--- src/rtl/sqw_pkg.sv ---
package sqw_pkg;

  localparam int unsigned CTL_BIT_OUT  = 7;
  localparam int unsigned CTL_BIT_STOP = 5;
  localparam int unsigned CTL_BIT_WAVE = 4;

  typedef enum logic [1:0] {
    RATE_1HZ  = 2'd0,
    RATE_4K   = 2'd1,
    RATE_8K   = 2'd2,
    RATE_32K  = 2'd3
  } rate_e;

  typedef struct packed {
    logic  out;
    logic  stop_flag;
    logic  wave_en;
    rate_e rate;
  } ctl_t;

  localparam ctl_t CTL_POR = '{out: 1'b1, stop_flag: 1'b1, wave_en: 1'b1, rate: RATE_32K};

  function automatic logic [7:0] ctl_pack(ctl_t c);
    logic [7:0] b;
    b = 8'h00;
    b[CTL_BIT_OUT]  = c.out;
    b[CTL_BIT_STOP] = c.stop_flag;
    b[CTL_BIT_WAVE] = c.wave_en;
    b[1:0]          = c.rate;
    return b;
  endfunction

  function automatic ctl_t ctl_write(ctl_t cur, logic [7:0] d);
    ctl_t n;
    n.out       = d[CTL_BIT_OUT];
    n.stop_flag = cur.stop_flag & d[CTL_BIT_STOP];
    n.wave_en   = d[CTL_BIT_WAVE];
    n.rate      = rate_e'(d[1:0]);
    return n;
  endfunction

  function automatic int unsigned rate_tap(int unsigned code, int unsigned cnt_w,
                                           int unsigned tap_4k, int unsigned tap_8k,
                                           int unsigned tap_32k);
    case (code)
      0:       return cnt_w - 1;
      1:       return tap_4k;
      2:       return tap_8k;
      default: return tap_32k;
    endcase
  endfunction

endpackage

--- src/rtl/sqw_prescaler.sv ---
module sqw_prescaler #(
  parameter int unsigned CNT_W   = 16,
  parameter int unsigned TAP_4K  = 3,
  parameter int unsigned TAP_8K  = 2,
  parameter int unsigned TAP_32K = 0
) (
  input  logic             clk,
  input  logic             rst_n,
  input  logic             adv,
  input  logic             clr,
  output logic [CNT_W-1:0] cnt,
  output logic [3:0]       taps
);
  import sqw_pkg::*;

  localparam int unsigned NUM_RATES = 4;

  logic [CNT_W-1:0] cnt_q;

  always_ff @(posedge clk or negedge rst_n) begin
    if (!rst_n)   cnt_q <= '0;
    else if (clr) cnt_q <= '0;
    else if (adv) cnt_q <= cnt_q + 1'b1;
  end

  for (genvar g = 0; g < NUM_RATES; g++) begin : g_tap
    localparam int unsigned POS = rate_tap(g, CNT_W, TAP_4K, TAP_8K, TAP_32K);
    assign taps[g] = cnt_q[POS];
  end

  assign cnt = cnt_q;
endmodule

--- src/rtl/sqw_stop_detect.sv ---
module sqw_stop_detect #(
  parameter int unsigned STOP_LIMIT = 16
) (
  input  logic clk,
  input  logic rst_n,
  input  logic strobe,
  input  logic halt,
  output logic stop_evt,
  output logic stopped
);
  localparam int unsigned WD_W = $clog2(STOP_LIMIT + 1);
  localparam logic [WD_W-1:0] WD_MAX = WD_W'(STOP_LIMIT);

  logic [WD_W-1:0] wd_q;
  logic            expired;
  logic            stopped_now;
  logic            stopped_q;

  always_ff @(posedge clk or negedge rst_n) begin
    if (!rst_n)              wd_q <= WD_MAX;
    else if (strobe)         wd_q <= '0;
    else if (wd_q != WD_MAX) wd_q <= wd_q + 1'b1;
  end

  assign expired     = (wd_q == WD_MAX);
  assign stopped_now = expired | halt;

  always_ff @(posedge clk or negedge rst_n) begin
    if (!rst_n) stopped_q <= 1'b1;
    else        stopped_q <= stopped_now;
  end

  assign stop_evt = stopped_now & ~stopped_q;
  assign stopped  = stopped_q;
endmodule

--- src/rtl/sqw_ctl_reg.sv ---
module sqw_ctl_reg (
  input  logic           clk,
  input  logic           rst_n,
  input  logic           wr_en,
  input  logic [7:0]     wr_data,
  input  logic           set_stop,
  output sqw_pkg::ctl_t  ctl,
  output logic [7:0]     rd_data
);
  import sqw_pkg::*;

  ctl_t ctl_q;
  ctl_t ctl_d;

  always_comb begin
    ctl_d = ctl_q;
    if (wr_en)    ctl_d = ctl_write(ctl_q, wr_data);
    if (set_stop) ctl_d.stop_flag = 1'b1;
  end

  always_ff @(posedge clk or negedge rst_n) begin
    if (!rst_n) ctl_q <= CTL_POR;
    else        ctl_q <= ctl_d;
  end

  assign ctl     = ctl_q;
  assign rd_data = ctl_pack(ctl_q);
endmodule

--- src/rtl/sqw_out_stage.sv ---
module sqw_out_stage (
  input  logic          clk,
  input  logic          rst_n,
  input  sqw_pkg::ctl_t ctl,
  input  logic          halt,
  input  logic [3:0]    taps,
  output logic          pin
);
  logic pin_q;

  always_ff @(posedge clk or negedge rst_n) begin
    if (!rst_n)            pin_q <= 1'b0;
    else if (!ctl.wave_en) pin_q <= ctl.out;
    else if (!halt)        pin_q <= taps[ctl.rate];
  end

  assign pin = pin_q;
endmodule

--- src/rtl/sqw_ctrl.sv ---
module sqw_ctrl #(
  parameter int unsigned PRESC_W    = 16,
  parameter int unsigned TAP_4K     = 3,
  parameter int unsigned TAP_8K     = 2,
  parameter int unsigned TAP_32K    = 0,
  parameter int unsigned STOP_LIMIT = 16
) (
  input  logic       clk,
  input  logic       rst_n,
  input  logic       osc_strobe,
  input  logic       halt,
  input  logic       presc_clr,
  input  logic       wr_en,
  input  logic [7:0] wr_data,
  output logic [7:0] ctl_rd,
  output logic       sqw_out
);
  import sqw_pkg::*;

  logic               stop_evt;
  logic               stopped_q;
  logic               presc_adv;
  logic [PRESC_W-1:0] presc_cnt;
  logic [3:0]         rate_taps;
  ctl_t               ctl;
  logic               stop_bit;
  logic               wave_bit;
  logic               out_bit;

  assign presc_adv = osc_strobe & ~halt;

  sqw_prescaler #(
    .CNT_W(PRESC_W), .TAP_4K(TAP_4K), .TAP_8K(TAP_8K), .TAP_32K(TAP_32K)
  ) presc_i (
    .clk(clk), .rst_n(rst_n), .adv(presc_adv), .clr(presc_clr),
    .cnt(presc_cnt), .taps(rate_taps)
  );

  sqw_stop_detect #(.STOP_LIMIT(STOP_LIMIT)) stop_i (
    .clk(clk), .rst_n(rst_n), .strobe(osc_strobe), .halt(halt),
    .stop_evt(stop_evt), .stopped(stopped_q)
  );

  sqw_ctl_reg reg_i (
    .clk(clk), .rst_n(rst_n), .wr_en(wr_en), .wr_data(wr_data),
    .set_stop(stop_evt), .ctl(ctl), .rd_data(ctl_rd)
  );

  sqw_out_stage out_i (
    .clk(clk), .rst_n(rst_n), .ctl(ctl), .halt(halt),
    .taps(rate_taps), .pin(sqw_out)
  );

  assign stop_bit = ctl.stop_flag;
  assign wave_bit = ctl.wave_en;
  assign out_bit  = ctl.out;
endmodule

--- config.mk ---
export PLATFORM = sky130hd
export DESIGN_NAME = sqw_ctrl
export DESIGN_NICKNAME = d
export VERILOG_FILES = /design/src/rtl/sqw_pkg.sv /design/src/rtl/sqw_prescaler.sv /design/src/rtl/sqw_stop_detect.sv /design/src/rtl/sqw_ctl_reg.sv /design/src/rtl/sqw_out_stage.sv /design/src/rtl/sqw_ctrl.sv
export SDC_FILE = /design/constraint.sdc
export NUM_CORES = 1
export LEC_CHECK = 0
export CAP_MARGIN = 5
export CORE_MARGIN = 2
export CORE_UTILIZATION = 39
export DETAILED_ROUTE_END_ITERATION = 8
export PLACE_DENSITY_LB_ADDON = 0.15
export SLEW_MARGIN = 20
export SYNTH_ARGS = -nofsm -noshare
export SYNTH_HDL_FRONTEND = slang
export SYNTH_HIERARCHICAL = 1
export SYNTH_SLANG_ARGS = --single-unit
export TNS_END_PERCENT = 100
--- constraint.sdc ---
create_clock -name clk -period 1.78 [get_ports clk]
set_input_delay 0.267 -clock clk [delete_from_list [all_inputs] [get_ports clk]]
set_output_delay 0.267 -clock clk [all_outputs]
set_load 0.01 [all_outputs]
Word-level counts from Yosys, hierarchy flattened
Cells that the tools add are included.
- bits in registers: 28
- input port bits: 14
- output and inout port bits: 9
- logic and storage cells: 33
- add/subtract/negate cells: 2
- magnitude comparators: 1
- equal/unequal tests: 3
- muxes and demuxes: 10
- bitwise logic cells: 6
- reductions and logical operators: 3
- operators by type and width (operator ; count):
    $mux 16 ; 2
    $add 16x1->16 const B ; 1
    $mux 5 ; 2
    $reduce_bool 2->1 ; 3
    $add 5x1->5 const B ; 1
    $eq 5x5->1 const B ; 1
    $ne 5x5->1 const B ; 1
    $mux 1 ; 4
    $mux 4 ; 1
    $and 1x1->1 ; 3
    $lt 2x3->1 const B ; 1
    $bmux 1 s2 ; 1
    $ne 2x2->1 const B ; 1
    $not 1->1 ; 2
    $or 1x1->1 ; 1

Depth between registers and ports, before layout
Gate-level depths: netlist (run 1).
- word-level depth: 4
- mapped depth: 6
- depth with buffers taken out: 5

Cells and area by module
The synthesis (run 1) kept the hierarchy.
- modules (own cells, without submodules) (module ; instances ; cells each ; area each (sq um) ; seq. area each (sq um)):
    sqw_prescaler ; 1 ; 86 ; 902.1 ; 400.4
    sqw_stop_detect ; 1 ; 30 ; 334.1 ; 152.6
    sqw_ctl_reg ; 1 ; 20 ; 254.0 ; 131.4
    sqw_out_stage ; 1 ; 5 ; 66.3 ; 25.0
    sqw_ctrl ; 1 ; 1 ; 13.8 ; 0.0

Least setup slack after synthesis (run 1)
OpenSTA, ideal clock, no wires.
- path kind: input to register
- start point: in osc_strobe
- end point: reg presc_i.cnt_q[15], in the netlist presc_i/cnt[15]
- library setup time: 0.125 ns
- arrival: 1.348 ns
- data required time: 1.655 ns
- path slack: 0.307 ns
- stages: 6
- buffers on the path: 1
- cells stage by stage: nor2b_4 > buf_4 > o211ai_4 > nor3_2 > nor3b_2 > mux2_4
- longest elaborated chain between the ends: 2
- ends and longest elaborated chain (what ; RTL line ; text):
    start: declaration ; sqw_ctrl.sv:10 ; input logic osc_strobe,
    $and 1x1->1 ; sqw_ctrl.sv:30 ; assign presc_adv = osc_strobe & ~halt;
    $reduce_bool 2->1 (no source line) ; - ;
    end signal: assignment ; sqw_prescaler.sv:23 ; else if (adv) cnt_q <= cnt_q + 1'b1;
    end: declaration ; sqw_prescaler.sv:18 ; logic [CNT_W-1:0] cnt_q;
Every way passes these cells.
A chain may end at the register's enable or synchronous reset.

Worst setup path after layout (run 1)
- start point: reg reg_i.ctl_q, in the netlist reg_i/ctl[0]
- end point: out ctl_rd[0]
- RTL lines (what ; RTL line ; text):
    start: declaration ; sqw_ctl_reg.sv:12 ; ctl_t ctl_q;
    start signal: assignment ; sqw_ctl_reg.sv:23 ; else ctl_q <= ctl_d;
    end: declaration ; sqw_ctrl.sv:15 ; output logic [7:0] ctl_rd,
No word-level cell between the ends.

==> results by group, run 1 <==
Setup path
  – Critical path type: flop to output pin
  – Startpoint Class: flop
  – Worst R2R Start: presc_i/cnt[0]$_DFFE_PN0P_
  – Critical Path Source: reg_i/ctl[0]$_DFFE_PN1P_
  – Worst endpoint required time: 1510 ps
  – Slowest cell on crit path: dfstp_2
  – Reg-to-reg slack, setup: 210 ps
  – FF-to-FF path depth: 4
  – Worst setup EP type: output pin
  – CP max stage delay: 560 ps
  – CP delay by family, top: flip-flops
  – Crit-path cells: clkdlybuf4s50_1
  – Critical Path AT: 1370 ps
  – CP Buf/Inv Count: 1
  – Crit-path max FO: 3
  – Worst r2r dst: presc_i/cnt[14]$_DFFE_PN0P_

Place
  – Detailed Place HPWL: 1917 microns
  – Port bufs: 16
  – Post-DP Area: 0.001752 sq mm
  – Placer Congestion: 0.7037
  – Dpl ws: -113.3 ps
  – DP Cell Count: just over 200

Global route
  – First-pass GRT wire length: 4519 microns
  – Vias in the first global route: 1038
  – Antenna violations before repair: 0
  – Total congestion overflow: 0
  – Largest net degree at the start of global routing: 29
  – Gr usage total: 0.1318

CTS
  – CTS Root Cell: clkbuf_8
  – Clock latency on the worst-skew pair: 270 ps
  – Clock Pin Slew Worst Setup and Hold Paths: ~90 ps
  – CTS sink count: 28
  – Number of gates resized after cts: 0
  – TritonCTS clock tree: yes
  – Hold_buf cts: 0
  – H-tree depth: 1
  – Clk buf depth: 2
  – CTS Buf Count: 3
  – Post-CTS Setup Repair Bufs: 0

Finish
  – Commonest non-fill, non-tap cells in the layout: 21 x dfrtp_1, 17 x nor2_1, 16 x clkdlybuf4s50_1, 11 x buf_4, 8 x xnor2_1
  – Final instance area: 0.001797 sq mm
  – Most common cell after layout, fill and taps aside: dfrtp_1
  – Fin util: 0.4557
  – Nets: 176
  – Diode count: 0
  – Fillers: about 370
  – Layout area overhead: 14.42%
  – Final cell count without fillers: 208
  – Layout cells sized above 1: 0.2532

STA
  – Final worst-path cycle share: 0.9169
  – Final Hold Slack: 372.9 ps
  – Setup violators final: 0
  – Fmax: a little over 0.6 GHz
  – Setup ws final: between 100 and 150 ps
  – Worst-case clock skew: between 1.5 and 2 ps
  – RSZ-0062 raised after global routing: false
  – Fin crit period: 1632 ps
  – Fin. Hold Viols: 0
  – Fin. max-slew vios: 0
  – Setup TNS: 0 ps

Floorplan
  – Row cnt: 23
  – Ports: 23
  – Die area: 0.004550 sq mm
  – Die height: 67.46 microns
  – Die width: 67.46 microns
  – Core ar.: 0.003943 sq mm
  – Initial Utilization: 0.3983

Synth
  – Netlist cell types: 40
  – Cells after synthesis: 142
  – Seq/Total Area, Yosys: 0.4518
  – Mapped cell area: 0.001570 sq mm
  – FF+latch count, synth: 28
  – Synth warnings: 6
  – Syn Area/Cell: 11.06 sq um

Flow run
  – Maxcap violations: 0

Pwr
  – Leak: 0.7220 nW
  – Pwr per Cell Area: 667.2 mW/mm^2
  – Overall Power: 1.199 mW
  – Worst IR drop on VDD: slightly below 0.0003 V

Detailed routing
  – Via-to-Cell Ratio: 4.899
  – DR WL/cell: 12.82 microns
  – Residual DRC: 0
  – DR pass1 iterations: 4
  – DRT antenna net count: 0
  – DRT iter0 DRCs: 31
  – Final WL: 2667 microns
  – Vias: between 1k and 1.5k

Worst hold path
  – Worst min path class: input port to asynchronous set/reset pin

Run status
  – Status: finished, final reports clean
## cell type report
type	count	area (sq um)	area share
Clock buffer	4	45.04	0.02507
Inverter	5	18.77	0.01045
Multi-Input combinational cell	94	718.2	0.3997
Sequential cell	28	709.4	0.3948
Tap cell	50	62.56	0.03482
Timing Repair Buffer	27	242.7	0.1351
## metal layers
layer	part of all wire	global-route usage	vias to the layer above
met5	0	0	-
met1	0.47	0.1752	503
li1	-	-	498
met4	0.0071	0.04592	0
met2	0.49	0.2191	16
met3	0.032	0.02000	2
## worst max-delay path by stage
stage | end | slack [ps] | cells after the start
floorplan | presc_i/cnt[15]$_DFFE_PN0P_ | 310 | 6
global placement | presc_i/cnt[15]$_DFFE_PN0P_ | -100 | 6
detailed placement | presc_i/cnt[15]$_DFFE_PN0P_ | -110 | 6
CTS | ctl_rd[1] | 130 | 1
global route | presc_i/cnt[15]$_DFFE_PN0P_ | 90 | 6
finish | ctl_rd[0] | 150 | 1
## synth_stat cells
cell type / n / area (sq um)
a21o_1: 1 / 7.510
a21oi_1: 5 / 25.02
and3_1: 1 / 6.260
and4_1: 1 / 8.760
buf_4: 14 / 105.1
buf_6: 2 / 22.52
clkbuf_1: 1 / 3.750
conb_1: 1 / 3.750
dfrtp_1: 21 / 525.5
dfstp_2: 7 / 183.9
ha_1: 3 / 37.54
inv_1: 5 / 18.77
mux2_1: 1 / 11.26
mux2_2: 5 / 56.30
mux2_4: 2 / 30.03
mux2i_1: 3 / 30.03
mux4_2: 1 / 22.52
nand2_1: 4 / 15.01
nand2b_1: 3 / 18.77
nand3_1: 3 / 15.01
nand4_1: 4 / 25.02
nand4_2: 1 / 12.51
nor2_1: 17 / 63.81
nor2b_1: 3 / 18.77
nor2b_4: 1 / 13.76
nor3_1: 2 / 10.01
nor3_2: 1 / 10.01
nor3b_2: 1 / 12.51
nor4_1: 1 / 6.260
nor4_2: 4 / 50.05
nor4b_2: 1 / 15.01
nor4bb_1: 1 / 10.01
o211ai_4: 1 / 21.27
o21ai_0: 3 / 15.01
o21ba_2: 1 / 10.01
o21bai_1: 1 / 7.510
or2_1: 1 / 6.260
or3_1: 3 / 18.77
xnor2_1: 8 / 70.07
xor2_1: 3 / 26.28
## sequential cells by signal, summed over array words and instances (netlist names)
name            cells
out_i/pin           1
presc_i/cnt        16
stop_i/wd_q         5
reg_i/ctl           5
stop_i/stopped      1
## power by group
group          switching, mW  internal [mW]  leakage (nW)
combinational         0.0661         0.0890         0.338
clock                  0.188          0.160        0.0228
sequential            0.0243          0.671         0.361
total                  0.279          0.920         0.722
## cell families after synthesis
logic type | synth area share
and+or+nand+nor | 0.2143
other | 0.002388
adders and majority gates | 0.02391
AOI/OAI and AO/OA | 0.05498
xor gates and xnor gates | 0.06136
muxes | 0.09561
DFF | 0.4518
buffers and inverters | 0.09561
No activity file was read; power rests on OpenSTA's default activity.
==> run 2, diff against run 1 <==
Settings changed: CTS_BUF_LIST set to sky130_fd_sc_hd__clkbuf_8 sky130_fd_sc_hd__clkbuf_16.
==> run 2 against run 1 <==
Effect of this change:
- first-iteration DRC count is 9.7% lower
- worst setup slack unchanged
- critical path type unchanged
- sequential power hardly changed
- via count did not move
- highest routed layer unchanged
- critical endpoint unchanged
- die area stayed put
- largest power group unchanged
- global-route usage unchanged
- flip-flop and latch count stayed put
- clock-buffer cell count down 1
- final area stayed put
- combinational power about the same
==> results by group, run 2 (synthesized netlist as in run 1, its figures left out) <==
Detailed routing
  – Residual DRC: 0 (unchanged)
  – DR pass1 iterations: 4 (unchanged)
  – DRT iter0 DRCs: 28 (-9.7%)
  – DRT antenna net count: 0 (unchanged)
  – DR WL/cell: 12.84 microns (+0.11%)
  – Via-to-Cell Ratio: 4.899 (unchanged)
  – Vias: 1019 (unchanged)
  – Final WL: 2670 microns (+0.11%)

Setup path
  – CP max stage delay: 560 ps (about the same)
  – Critical path type: flop to output pin
  – FF-to-FF path depth: 4 (unchanged)
  – Reg-to-reg slack, setup: 210 ps (about the same)
  – Slowest cell on crit path: dfstp_2
  – CP Buf/Inv Count: 1 (unchanged)
  – CP delay by family, top: flip-flops
  – Worst setup EP type: output pin
  – Worst r2r dst: presc_i/cnt[14]$_DFFE_PN0P_
  – Crit-path max FO: 3 (unchanged)
  – Startpoint Class: flop
  – Critical Path AT: 1370 ps (about the same)
  – Worst endpoint required time: 1510 ps (about the same)
  – Worst R2R Start: presc_i/cnt[0]$_DFFE_PN0P_
  – Crit-path cells: clkdlybuf4s50_1

CTS
  – CTS Buf Count: 3 (unchanged)
  – TritonCTS clock tree: yes
  – Clk buf depth: 2 (unchanged)
  – Clock latency on the worst-skew pair: 270 ps (about the same)
  – Clock Pin Slew Worst Setup and Hold Paths: 90 ps (about the same)
  – Number of gates resized after cts: 0 (unchanged)
  – Post-CTS Setup Repair Bufs: 0 (unchanged)
  – CTS Root Cell: clkbuf_8
  – H-tree depth: 1 (unchanged)
  – Hold_buf cts: 0 (unchanged)
  – CTS sink count: 28 (unchanged)

Finish
  – Most common cell after layout, fill and taps aside: dfrtp_1
  – Max reg flops: 16 (unchanged)
  – Commonest non-fill, non-tap cells in the layout: 21 x dfrtp_1, 17 x nor2_1, 16 x clkdlybuf4s50_1, 11 x buf_4, 8 x xnor2_1
  – Layout cells sized above 1: 0.2532 (unchanged)
  – Fin util: 0.4557 (unchanged)
  – Layout area overhead: 14.42% (unchanged)
  – Diode count: 0 (unchanged)
  – Nets: 176 (unchanged)

Pwr
  – Comb power frac: 0.130 (about the same)
  – Clock share of power: 0.288 (-0.003)
  – Internal Pwr Total: 914.6 uW (-0.62%)
  – Overall Power: 1.194 mW (-0.42%)
  – Switching pwr: 279.1 uW (+0.23%)
  – Sequential power share: 0.583 (+0.003)
  – Pwr per Cell Area: 664.4 mW/mm^2 (-0.42%)
  – Worst IR drop on VDD: 0.0002933 V (about the same)
  – Leak: 0.7261 nW (+0.57%)
  – Switching Share: 0.2338 (+0.001515)

Global route
  – First-pass GRT wire length: 4519 microns (unchanged)
  – Vias in the first global route: 1038 (unchanged)
  – Antenna violations before repair: 0 (unchanged)
  – Largest net degree at the start of global routing: 29 (unchanged)
  – Total congestion overflow: 0 (unchanged)
  – Gr usage total: 0.1318 (unchanged)

STA
  – Fin. max-slew vios: 0 (unchanged)
  – Setup violators final: 0 (unchanged)
  – Final Hold Slack: 373.0 ps (+0.1200 ps)
  – Final worst-path cycle share: 0.9169 (unchanged)
  – Fmax: 0.6127 GHz (unchanged)
  – Fin. Hold Viols: 0 (unchanged)
  – RSZ-0062 raised after global routing: false
  – Fin crit period: 1632 ps (unchanged)
  – Worst-case clock skew: 2.066 ps (+0.2305 ps)

Floorplan
  – Row cnt: 23 (unchanged)
  – Die width: 67.46 microns (unchanged)
  – Core ar.: 0.003943 sq mm (unchanged)
  – Die height: 67.46 microns (unchanged)
  – Initial Utilization: 0.3983 (unchanged)
  – Ports: 23 (unchanged)
  – Die area: 0.004550 sq mm (unchanged)

Flow run
  – Maxcap violations: 0 (unchanged)

Place
  – Detailed Place HPWL: 1917 microns (unchanged)
  – Placer Congestion: 0.7037 (unchanged)
  – Port bufs: 16 (unchanged)

Run status
  – Status: finished, final reports clean

Worst hold path
  – Worst min path class: input port to asynchronous set/reset pin
==> run 2: routing by layer <==
metal	GRT usage	wire (microns)	share of wire	vias up
li1	-	-	-	498
met2	0.2191	1298	0.49	16
met5	0	0	0	-
met4	0.04592	19	0.0071	0
met1	0.1752	1265	0.47	503
met3	0.02000	86	0.032	2
==> run 2: cell type report <==
cell class,instances,area (sq um)
well taps,50,62.56
fillers,368,2146
clock inverters,1,3.754
clock buffers,3,41.29
flip-flops and latches,28,709.4
multi-input cells,94,718.2
repair buffers,27,242.7
inverters,5,18.77
==> run 2: power groups by stage <==
| stage | combinational [mW] | clock [mW] | sequential (mW) |
|---|---|---|---|
| after detailed placement | 0.158 | 0 | 0.708 |
| after floorplan | 0.0956 | 0 | 0.704 |
| after global placement | 0.155 | 0 | 0.707 |
| after global routing | 0.173 | 0.375 | 0.701 |
| final | 0.155 | 0.343 | 0.695 |
| after CTS | 0.158 | 0.368 | 0.696 |
==> run 2: how the worst max path moves through the flow <==
stage | startpoint | end | slack (ps) | cells past startpoint
after floorplan | osc_strobe | presc_i/cnt[15]$_DFFE_PN0P_ | 310 | 6
after global placement | osc_strobe | presc_i/cnt[15]$_DFFE_PN0P_ | -100 | 6
after detailed placement | osc_strobe | presc_i/cnt[15]$_DFFE_PN0P_ | -110 | 6
after CTS | reg_i/ctl[1]$_DFFE_PN1P_ | ctl_rd[1] | 130 | 1
after global routing | osc_strobe | presc_i/cnt[15]$_DFFE_PN0P_ | 90 | 6
final | reg_i/ctl[0]$_DFFE_PN1P_ | ctl_rd[0] | 150 | 1
==> run 2: stage by stage <==
step / setup TNS (ps) / setup WS (ps) / instance area, sq um / cells
after floorplan: 0 / 306.8 / 1578 / 144
after global placement: -253.6 / -103.4 / 1752 / 204
after detailed placement: -359.4 / -113.3 / 1752 / 204
after CTS: 0 / 128.8 / 1797 / 208
after global routing: 0 / 94.54 / 1797 / 208
final: 0 / 147.9 / 1797 / 208
